### src/rtl/gspi_pkg.sv
`timescale 1ns/1ps
package gspi_pkg;
  typedef struct packed {
    logic       launch_fall;
    logic       cap_rise;
    logic [5:0] nbits;
    logic [4:0] cs_pin;
    logic [4:0] din_pin;
    logic [4:0] dout_pin;
    logic [4:0] clk_pin;
  } pcfg_t;

  localparam int unsigned PCFG_W = $bits(pcfg_t);

  // word indices (byte offset / 4)
  localparam int unsigned WI_INFO = 0;
  localparam int unsigned WI_XFER = 1;
  localparam int unsigned WI_GO   = 2;
  localparam int unsigned WI_STAT = 3;
  localparam int unsigned WI_PCFG = 4;

  typedef enum logic [1:0] {ST_IDLE, ST_RUN, ST_DONE} st_e;
endpackage

### src/rtl/gspi_regs.sv
`timescale 1ns/1ps
module gspi_regs
  import gspi_pkg::*;
#(
  parameter int unsigned NUM_PERIPH = 4,
  parameter int unsigned AW         = 8,
  localparam int unsigned WA        = AW - 2
) (
  input  logic          clk_i,
  input  logic          rst_ni,
  input  logic [AW-1:0] addr_i,
  input  logic [31:0]   wdata_i,
  input  logic          we_i,
  input  logic          ready_i,
  input  logic [23:0]   rx_i,
  output logic [31:0]   rdata_o,
  output logic          go_o,
  output pcfg_t         cur_cfg_o,
  output logic [15:0]   div_o
);
  logic [WA-1:0] widx;
  logic          aligned;
  logic          wr;
  pcfg_t         cfg_q [NUM_PERIPH];
  logic [1:0]    sel_q;
  logic [15:0]   div_q;

  assign widx    = addr_i[AW-1:2];
  assign aligned = (addr_i[1:0] == 2'b00);
  assign wr      = we_i && aligned;

  for (genvar p = 0; p < NUM_PERIPH; p++) begin : g_slot
    always_ff @(posedge clk_i or negedge rst_ni) begin
      if (!rst_ni)                                 cfg_q[p] <= '0;
      else if (wr && widx == WA'(WI_PCFG + p))     cfg_q[p] <= pcfg_t'(wdata_i[PCFG_W-1:0]);
    end
  end

  always_ff @(posedge clk_i or negedge rst_ni) begin
    if (!rst_ni) begin
      sel_q <= '0;
      div_q <= '0;
    end else if (wr && widx == WA'(WI_XFER)) begin
      sel_q <= wdata_i[17:16];
      div_q <= wdata_i[15:0];
    end
  end

  assign go_o  = wr && (widx == WA'(WI_GO));
  assign div_o = div_q;

  always_comb begin
    cur_cfg_o = '0;
    for (int p = 0; p < NUM_PERIPH; p++)
      if (sel_q == 2'(p)) cur_cfg_o = cfg_q[p];
  end

  always_comb begin
    rdata_o = '0;
    if (aligned) begin
      if (widx == WA'(WI_INFO))      rdata_o = {28'd0, 4'(NUM_PERIPH)};
      else if (widx == WA'(WI_XFER)) rdata_o = {14'd0, sel_q, div_q};
      else if (widx == WA'(WI_STAT)) rdata_o = {7'd0, ready_i, rx_i};
      for (int p = 0; p < NUM_PERIPH; p++)
        if (widx == WA'(WI_PCFG + p)) rdata_o = {{(32-PCFG_W){1'b0}}, cfg_q[p]};
    end
  end

  initial assert (NUM_PERIPH >= 1 && NUM_PERIPH <= 4) else $error("slot count out of range");
endmodule

### src/rtl/gspi_engine.sv
`timescale 1ns/1ps
module gspi_engine
  import gspi_pkg::*;
#(
  parameter int unsigned GPIO_W = 8,
  parameter int unsigned DIV_W  = 16
) (
  input  logic              clk_i,
  input  logic              rst_ni,
  input  logic              go_i,
  input  logic [31:0]       wdata_i,
  input  pcfg_t             cfg_i,
  input  logic [DIV_W-1:0]  div_i,
  input  logic [GPIO_W-1:0] gpio_i,
  output logic              ready_o,
  output logic              busy_o,
  output logic              sclk_o,
  output logic              cs_n_o,
  output logic              dout_o,
  output logic [23:0]       rx_o,
  output pcfg_t             act_cfg_o
);
  st_e              st_q;
  pcfg_t            cfg_q;
  logic [DIV_W-1:0] div_q, hc_q;
  logic [6:0]       hp_q, nb2, last_hp;
  logic [31:0]      tx_q;
  logic [23:0]      rx_q;
  logic             sclk_q, cs_n_q, din, half_end;

  assign nb2     = (cfg_q.nbits == 6'd0 || cfg_q.nbits > 6'd32) ? 7'd64 : {cfg_q.nbits, 1'b0};
  assign last_hp = nb2 - 7'd1;

  always_comb begin
    din = 1'b0;
    for (int g = 0; g < GPIO_W; g++)
      if (cfg_q.din_pin == 5'(g)) din = gpio_i[g];
  end

  assign half_end = (st_q == ST_RUN) && (hc_q == div_q);

  always_ff @(posedge clk_i or negedge rst_ni) begin
    if (!rst_ni) begin
      st_q   <= ST_IDLE;
      cfg_q  <= '0;
      div_q  <= '0;
      hc_q   <= '0;
      hp_q   <= '0;
      tx_q   <= '0;
      rx_q   <= '0;
      sclk_q <= 1'b0;
      cs_n_q <= 1'b1;
    end else begin
      unique case (st_q)
        ST_IDLE: if (go_i) begin
          st_q   <= ST_RUN;
          cfg_q  <= cfg_i;
          div_q  <= div_i;
          tx_q   <= wdata_i;
          rx_q   <= '0;
          hc_q   <= '0;
          hp_q   <= '0;
          sclk_q <= 1'b0;
          cs_n_q <= 1'b0;
        end
        ST_RUN: if (half_end) begin
          hc_q   <= '0;
          hp_q   <= hp_q + 7'd1;
          sclk_q <= ~hp_q[0];
          if (!hp_q[0]) begin  // rising edge
            if (cfg_q.cap_rise) rx_q <= {rx_q[22:0], din};
            if (!cfg_q.launch_fall && hp_q != 7'd0) tx_q <= tx_q << 1;
          end else begin       // falling edge
            if (!cfg_q.cap_rise) rx_q <= {rx_q[22:0], din};
            if (cfg_q.launch_fall) tx_q <= tx_q << 1;
            if (hp_q == last_hp) begin
              st_q   <= ST_DONE;
              cs_n_q <= 1'b1;
            end
          end
        end else begin
          hc_q <= hc_q + 1'b1;
        end
        ST_DONE: st_q <= ST_IDLE;
        default: st_q <= ST_IDLE;
      endcase
    end
  end

  assign ready_o   = (st_q == ST_IDLE);
  assign busy_o    = ~ready_o;
  assign sclk_o    = sclk_q;
  assign cs_n_o    = cs_n_q;
  assign dout_o    = busy_o & tx_q[31];
  assign rx_o      = rx_q;
  assign act_cfg_o = cfg_q;

  p_go_clears_ready_r7: assert property (@(posedge clk_i) disable iff (!rst_ni)
    go_i && ready_o |=> !ready_o);
  p_busy_go_ignored_r11: assert property (@(posedge clk_i) disable iff (!rst_ni)
    go_i && !ready_o |=> $stable(cfg_q) && $stable(div_q));
  p_cs_low_running_r8: assert property (@(posedge clk_i) disable iff (!rst_ni)
    st_q == ST_RUN |-> !cs_n_q);
  p_idle_levels_r8: assert property (@(posedge clk_i) disable iff (!rst_ni)
    ready_o |-> !sclk_q && cs_n_q);
  p_half_count_r8: assert property (@(posedge clk_i) disable iff (!rst_ni)
    st_q == ST_RUN |-> hc_q <= div_q);
endmodule

### src/rtl/gspi_pinmux.sv
`timescale 1ns/1ps
module gspi_pinmux
  import gspi_pkg::*;
#(
  parameter int unsigned GPIO_W = 8
) (
  input  pcfg_t             cfg_i,
  input  logic              cs_n_i,
  input  logic              sclk_i,
  input  logic              dout_i,
  output logic [GPIO_W-1:0] gpio_o,
  output logic [GPIO_W-1:0] gpio_oe_o
);
  // role priority on a shared line: select, then clock, then data out
  for (genvar g = 0; g < GPIO_W; g++) begin : g_line
    always_comb begin
      if (cfg_i.cs_pin == 5'(g)) begin
        gpio_oe_o[g] = 1'b1;
        gpio_o[g]    = cs_n_i;
      end else if (cfg_i.clk_pin == 5'(g)) begin
        gpio_oe_o[g] = 1'b1;
        gpio_o[g]    = sclk_i;
      end else if (cfg_i.dout_pin == 5'(g)) begin
        gpio_oe_o[g] = 1'b1;
        gpio_o[g]    = dout_i;
      end else begin
        gpio_oe_o[g] = 1'b0;
        gpio_o[g]    = 1'b0;
      end
    end
  end
endmodule

### src/rtl/gpio_spi_master.sv
`timescale 1ns/1ps
module gpio_spi_master
  import gspi_pkg::*;
#(
  parameter int unsigned NUM_PERIPH = 4,
  parameter int unsigned GPIO_W     = 8,
  parameter int unsigned AW         = 8
) (
  input  logic              clk_i,
  input  logic              rst_ni,
  input  logic [AW-1:0]     bus_addr_i,
  input  logic [31:0]       bus_wdata_i,
  input  logic              bus_we_i,
  output logic [31:0]       bus_rdata_o,
  input  logic [GPIO_W-1:0] gpio_i,
  output logic [GPIO_W-1:0] gpio_o,
  output logic [GPIO_W-1:0] gpio_oe_o
);
  logic        go, ready, busy, sclk, cs_n, dout;
  logic [15:0] div;
  logic [23:0] rx;
  pcfg_t       cur_cfg, act_cfg, route_cfg;

  gspi_regs #(.NUM_PERIPH(NUM_PERIPH), .AW(AW)) i_regs (
    .clk_i, .rst_ni,
    .addr_i(bus_addr_i), .wdata_i(bus_wdata_i), .we_i(bus_we_i),
    .ready_i(ready), .rx_i(rx),
    .rdata_o(bus_rdata_o), .go_o(go), .cur_cfg_o(cur_cfg), .div_o(div)
  );

  gspi_engine #(.GPIO_W(GPIO_W), .DIV_W(16)) i_engine (
    .clk_i, .rst_ni,
    .go_i(go), .wdata_i(bus_wdata_i), .cfg_i(cur_cfg), .div_i(div), .gpio_i(gpio_i),
    .ready_o(ready), .busy_o(busy), .sclk_o(sclk), .cs_n_o(cs_n), .dout_o(dout),
    .rx_o(rx), .act_cfg_o(act_cfg)
  );

  assign route_cfg = busy ? act_cfg : cur_cfg;

  gspi_pinmux #(.GPIO_W(GPIO_W)) i_pinmux (
    .cfg_i(route_cfg), .cs_n_i(cs_n), .sclk_i(sclk), .dout_i(dout),
    .gpio_o(gpio_o), .gpio_oe_o(gpio_oe_o)
  );

  p_oe_roles_r10: assert property (@(posedge clk_i) disable iff (!rst_ni)
    $countones(gpio_oe_o) <= 3);
  p_route_held_r9: assert property (@(posedge clk_i) disable iff (!rst_ni)
    busy && $past(busy) |-> $stable(gpio_oe_o));
endmodule

### config.mk
export PLATFORM = sky130hd
export DESIGN_NAME = gpio_spi_master
export DESIGN_NICKNAME = d
export VERILOG_FILES = /design/src/rtl/gspi_pkg.sv /design/src/rtl/gspi_regs.sv /design/src/rtl/gspi_engine.sv /design/src/rtl/gspi_pinmux.sv /design/src/rtl/gpio_spi_master.sv
export SDC_FILE = /design/constraint.sdc
export NUM_CORES = 1
export LEC_CHECK = 0
export BUFFER_PORTS_ARGS = -buffer_cell sky130_fd_sc_hd__buf_2
export CORE_UTILIZATION = 50
export CTS_BUF_LIST = sky130_fd_sc_hd__clkbuf_16
export CTS_CLUSTER_SIZE = 10
export DETAILED_ROUTE_END_ITERATION = 10
export MAX_ROUTING_LAYER = met4
export PLACE_DENSITY = 0.68
export SYNTH_ARGS = -nofsm -noshare
export SYNTH_HDL_FRONTEND = slang
export SYNTH_HIERARCHICAL = 1
export SYNTH_SLANG_ARGS = --single-unit
### constraint.sdc
create_clock -name clk_i -period 9.9 [get_ports clk_i]
set_clock_uncertainty 0.1 [all_clocks]
set_input_delay 1.98 -clock clk_i [delete_from_list [all_inputs] [get_ports clk_i]]
set_output_delay 1.98 -clock clk_i [all_outputs]
set_load 0.005 [all_outputs]
==> metrics.md <==
| Metric | Value |
|---|---|
| Total CTS buffers | 31 |
| Die X | 170 um |
| Status | finished clean |
| Clk Latency, worst-skew pair | 570 ps |
| Initial Util | 50.9% |
| Clock Tree Root | clkbuf_16 |
| Die ar. | 29000 um2 |
| Bufs and invs on worst path | 3 |
| Tmin final | 6850 ps |
| Final setup TNS | 0 ps |
| Leak pwr | ~7.6 nW |
| Pin count of the biggest net entering global routing | ~140 |
| # diodes | 0 |
| Final hold vios | 0 |
| GR Util All Layers | between 20 and 30% |
| Drt wl/cell | around 22 um |
| Total power | about 2.5 mW |
| WP data required | 7820 ps |
| Multi-input combinational cell area | between 7000 and 8000 um2 |
| # Post-CTS Setup Buffers | 0 |
| CTS tree | yes |
| Routed Antenna Nets | 0 |
| Maxcap violations | 0 |
| Worst vdd ir | ~0.00013 V |
| Residual DRC | 0 |
| CTS clk-pin slew, worst paths | ~50 ps |
| Global-route wire length before repair | 60.4 mm |
| CTS H-tree depth | 1 |
| Peak fanout along the critical path | 25 |
| DP Wirelength | 25.6 mm |
| Startpoint Class | input port |
| Slowest cell on the critical path | or4b_4 |
| Fin worst setup slack | 3050 ps |
| Syn_area_per_cell | around 11 um2 |
| Post_cts resized | 0 |
| # setup viols final | 0 |
| Fill cells | 2442 |
| Actual slew at the worst max-slew pin | around 1300 ps |
| Inst Count DP | about 1700 |
| Fin. max-slew vios | 0 |
| Port Buffer Count | 94 |
| Relative slew slack | 14.5% |
| I/O Pins | 99 |
| Final nets | between 1000 and 1500 |
| RSZ-0062 raised after global routing | false |
| Top achievable clock speed | around 150 MHz |
| Post-CTS Hold Buffers | 0 |
| Layout cells sized above 1 | approximately a quarter |
| Worst hold-check path type | reg2reg |
| Fin util | a little under three fifths |
| Critical Path AT | 4770 ps |
| Vias | 10800 |
| Post-Syn Area | roughly 14000 um2 |
| DRT Wirelength | slightly below 40 mm |
| Setup CP Type | in2out |
| Site Rows | slightly above 60 |
| Period utilisation layout | between 60% and 70% |
| Initial antenna violation count | 0 |
| Slowest Stage Delay on Critical Path | just over 700 ps |
| Initial DRT Pass Iterations | 6 |
| Deepest clock path buffer count | 3 |
| Placement Setup Slack | about 3100 ps |
| GPL Wtd Cong | ~0.88 |
| Mapped Cells | between 1000 and 1500 |
| Worst setup EP type | output port |
| Family with the most delay on the worst path | simple AND/OR/NAND/NOR gates |
| Vias in the first global route | between 10000 and 15000 |
| Drt initial violations | approximately 950 |
| Area grow syn2layout | 11.0% |
| Sequential standard cell area | ~6400 um2 |
| Syn. warnings | 6 |
| Via density | between 6 and 7 |
| Most used cell, CP | buf_2 |
| Height of the chip | between 150 and 200 um |
| Clock sink count | around 260 |
| Pwr dens | about 160 nW/um2 |
| CORE AREA | roughly 28000 um2 |
| CP cell instances | buf_2 -> or4b_4 -> nor2_2 -> buf_4 -> a22oi_1 -> o22ai_1 -> buf_2 |
| Total congestion overflow | 0 |
| Non-filler cells, final | 1776 |
report_power, final:
group          internal, mW  switching [mW]
clock network         0.611           0.434
registers              1.10          0.0700
logic                 0.127           0.180
layout make-up:
cell class	instances	share of cell area, %
inverters	12	0.287
multi-input cells	967	46.1
well taps	378	3.01
flip-flops and latches	256	40.8
repair buffers	111	3.95
clock inverters	21	0.948
clock buffers	31	4.94
flip-flops by register name, indices dropped and copies added (netlist names):
| register | count |
|---|---|
| i_engine/st_q | 2 |
| i_engine/cs_n_o | 1 |
| i_engine/hc_q | 16 |
| i_engine/tx_q | 32 |
| i_regs/div_o | 16 |
| i_engine/act_cfg_o | 28 |
| i_engine/hp_q | 7 |
| i_engine/div_q | 16 |
| i_regs/cfg_q | 112 |
| i_regs/sel_q | 2 |
| i_engine/rx_o | 24 |
final timing paths:
kind / start / endpoint / depth (start not counted) / slack (ps)
setup / recovery: bus_addr_i[4] / bus_rdata_o[0] / 7 / 3050
hold / removal: i_engine/act_cfg_o[1]$_DFFE_PN0P_ / i_engine/act_cfg_o[1]$_DFFE_PN0P_ / 2 / 370
setup reg to reg: i_engine/hc_q[2]$_DFFE_PN0P_ / i_engine/tx_q[19]$_DFFE_PN0P_ / 6 / 6570
hold reg to reg: i_engine/act_cfg_o[1]$_DFFE_PN0P_ / i_engine/act_cfg_o[1]$_DFFE_PN0P_ / 2 / 370
max in group asynchronous: rst_ni / i_engine/tx_q[9]$_DFFE_PN0P_ / 2 / 7050
min in group asynchronous: rst_ni / i_engine/tx_q[23]$_DFFE_PN0P_ / 1 / 1360
metrics by stage:
stage / hold slack [ps] / area [um2]
3_3_place_gp: 352 / 14800
2_1_floorplan: 340 / 14200
3_5_place_dp: 357 / 14800
5_1_grt: 391 / 15700
4_1_cts: 370 / 15700
6_report: 369 / 15700
worst reg2reg max path, cell delays in order (launching register included):
cell,delay (ps)
dfrtp_1,460
xor2_1,200
nor4_2,390
nand4_2,580
a21oi_4,640
buf_4,430
mux2_1,410
metal layers:
layer | vias up | wire length (um) | global-route usage (%)
li1 | 4913 | - | -
met1 | 5397 | 16800 | 38.0
met2 | 451 | 17900 | 42.5
met3 | 78 | 2940 | 4.95
met4 | 0 | 1150 | 9.44
met5 | - | 0 | -
cell usage in the layout, fill, tap and decap left out, drive strengths merged, types with 6 or more instances in the layout:
master	count
nand4	8
nand2	275
a221o	8
nand3	44
nor2b	12
buf	111
o22a	13
mux2	178
nor2	33
a22oi	22
xor2	19
nor3	21
a2bb2oi	16
inv	27
o21ai	46
o2bb2ai	24
a31oi	22
or3	8
a21oi	27
nor4	14
o211ai	11
dfrtp	255
nand2b	10
o22ai	17
and3	7
clkbuf	31
nand3b	9
mux4	32
mux2i	21
xnor2	6
Power figures use the tool's default switching activity.
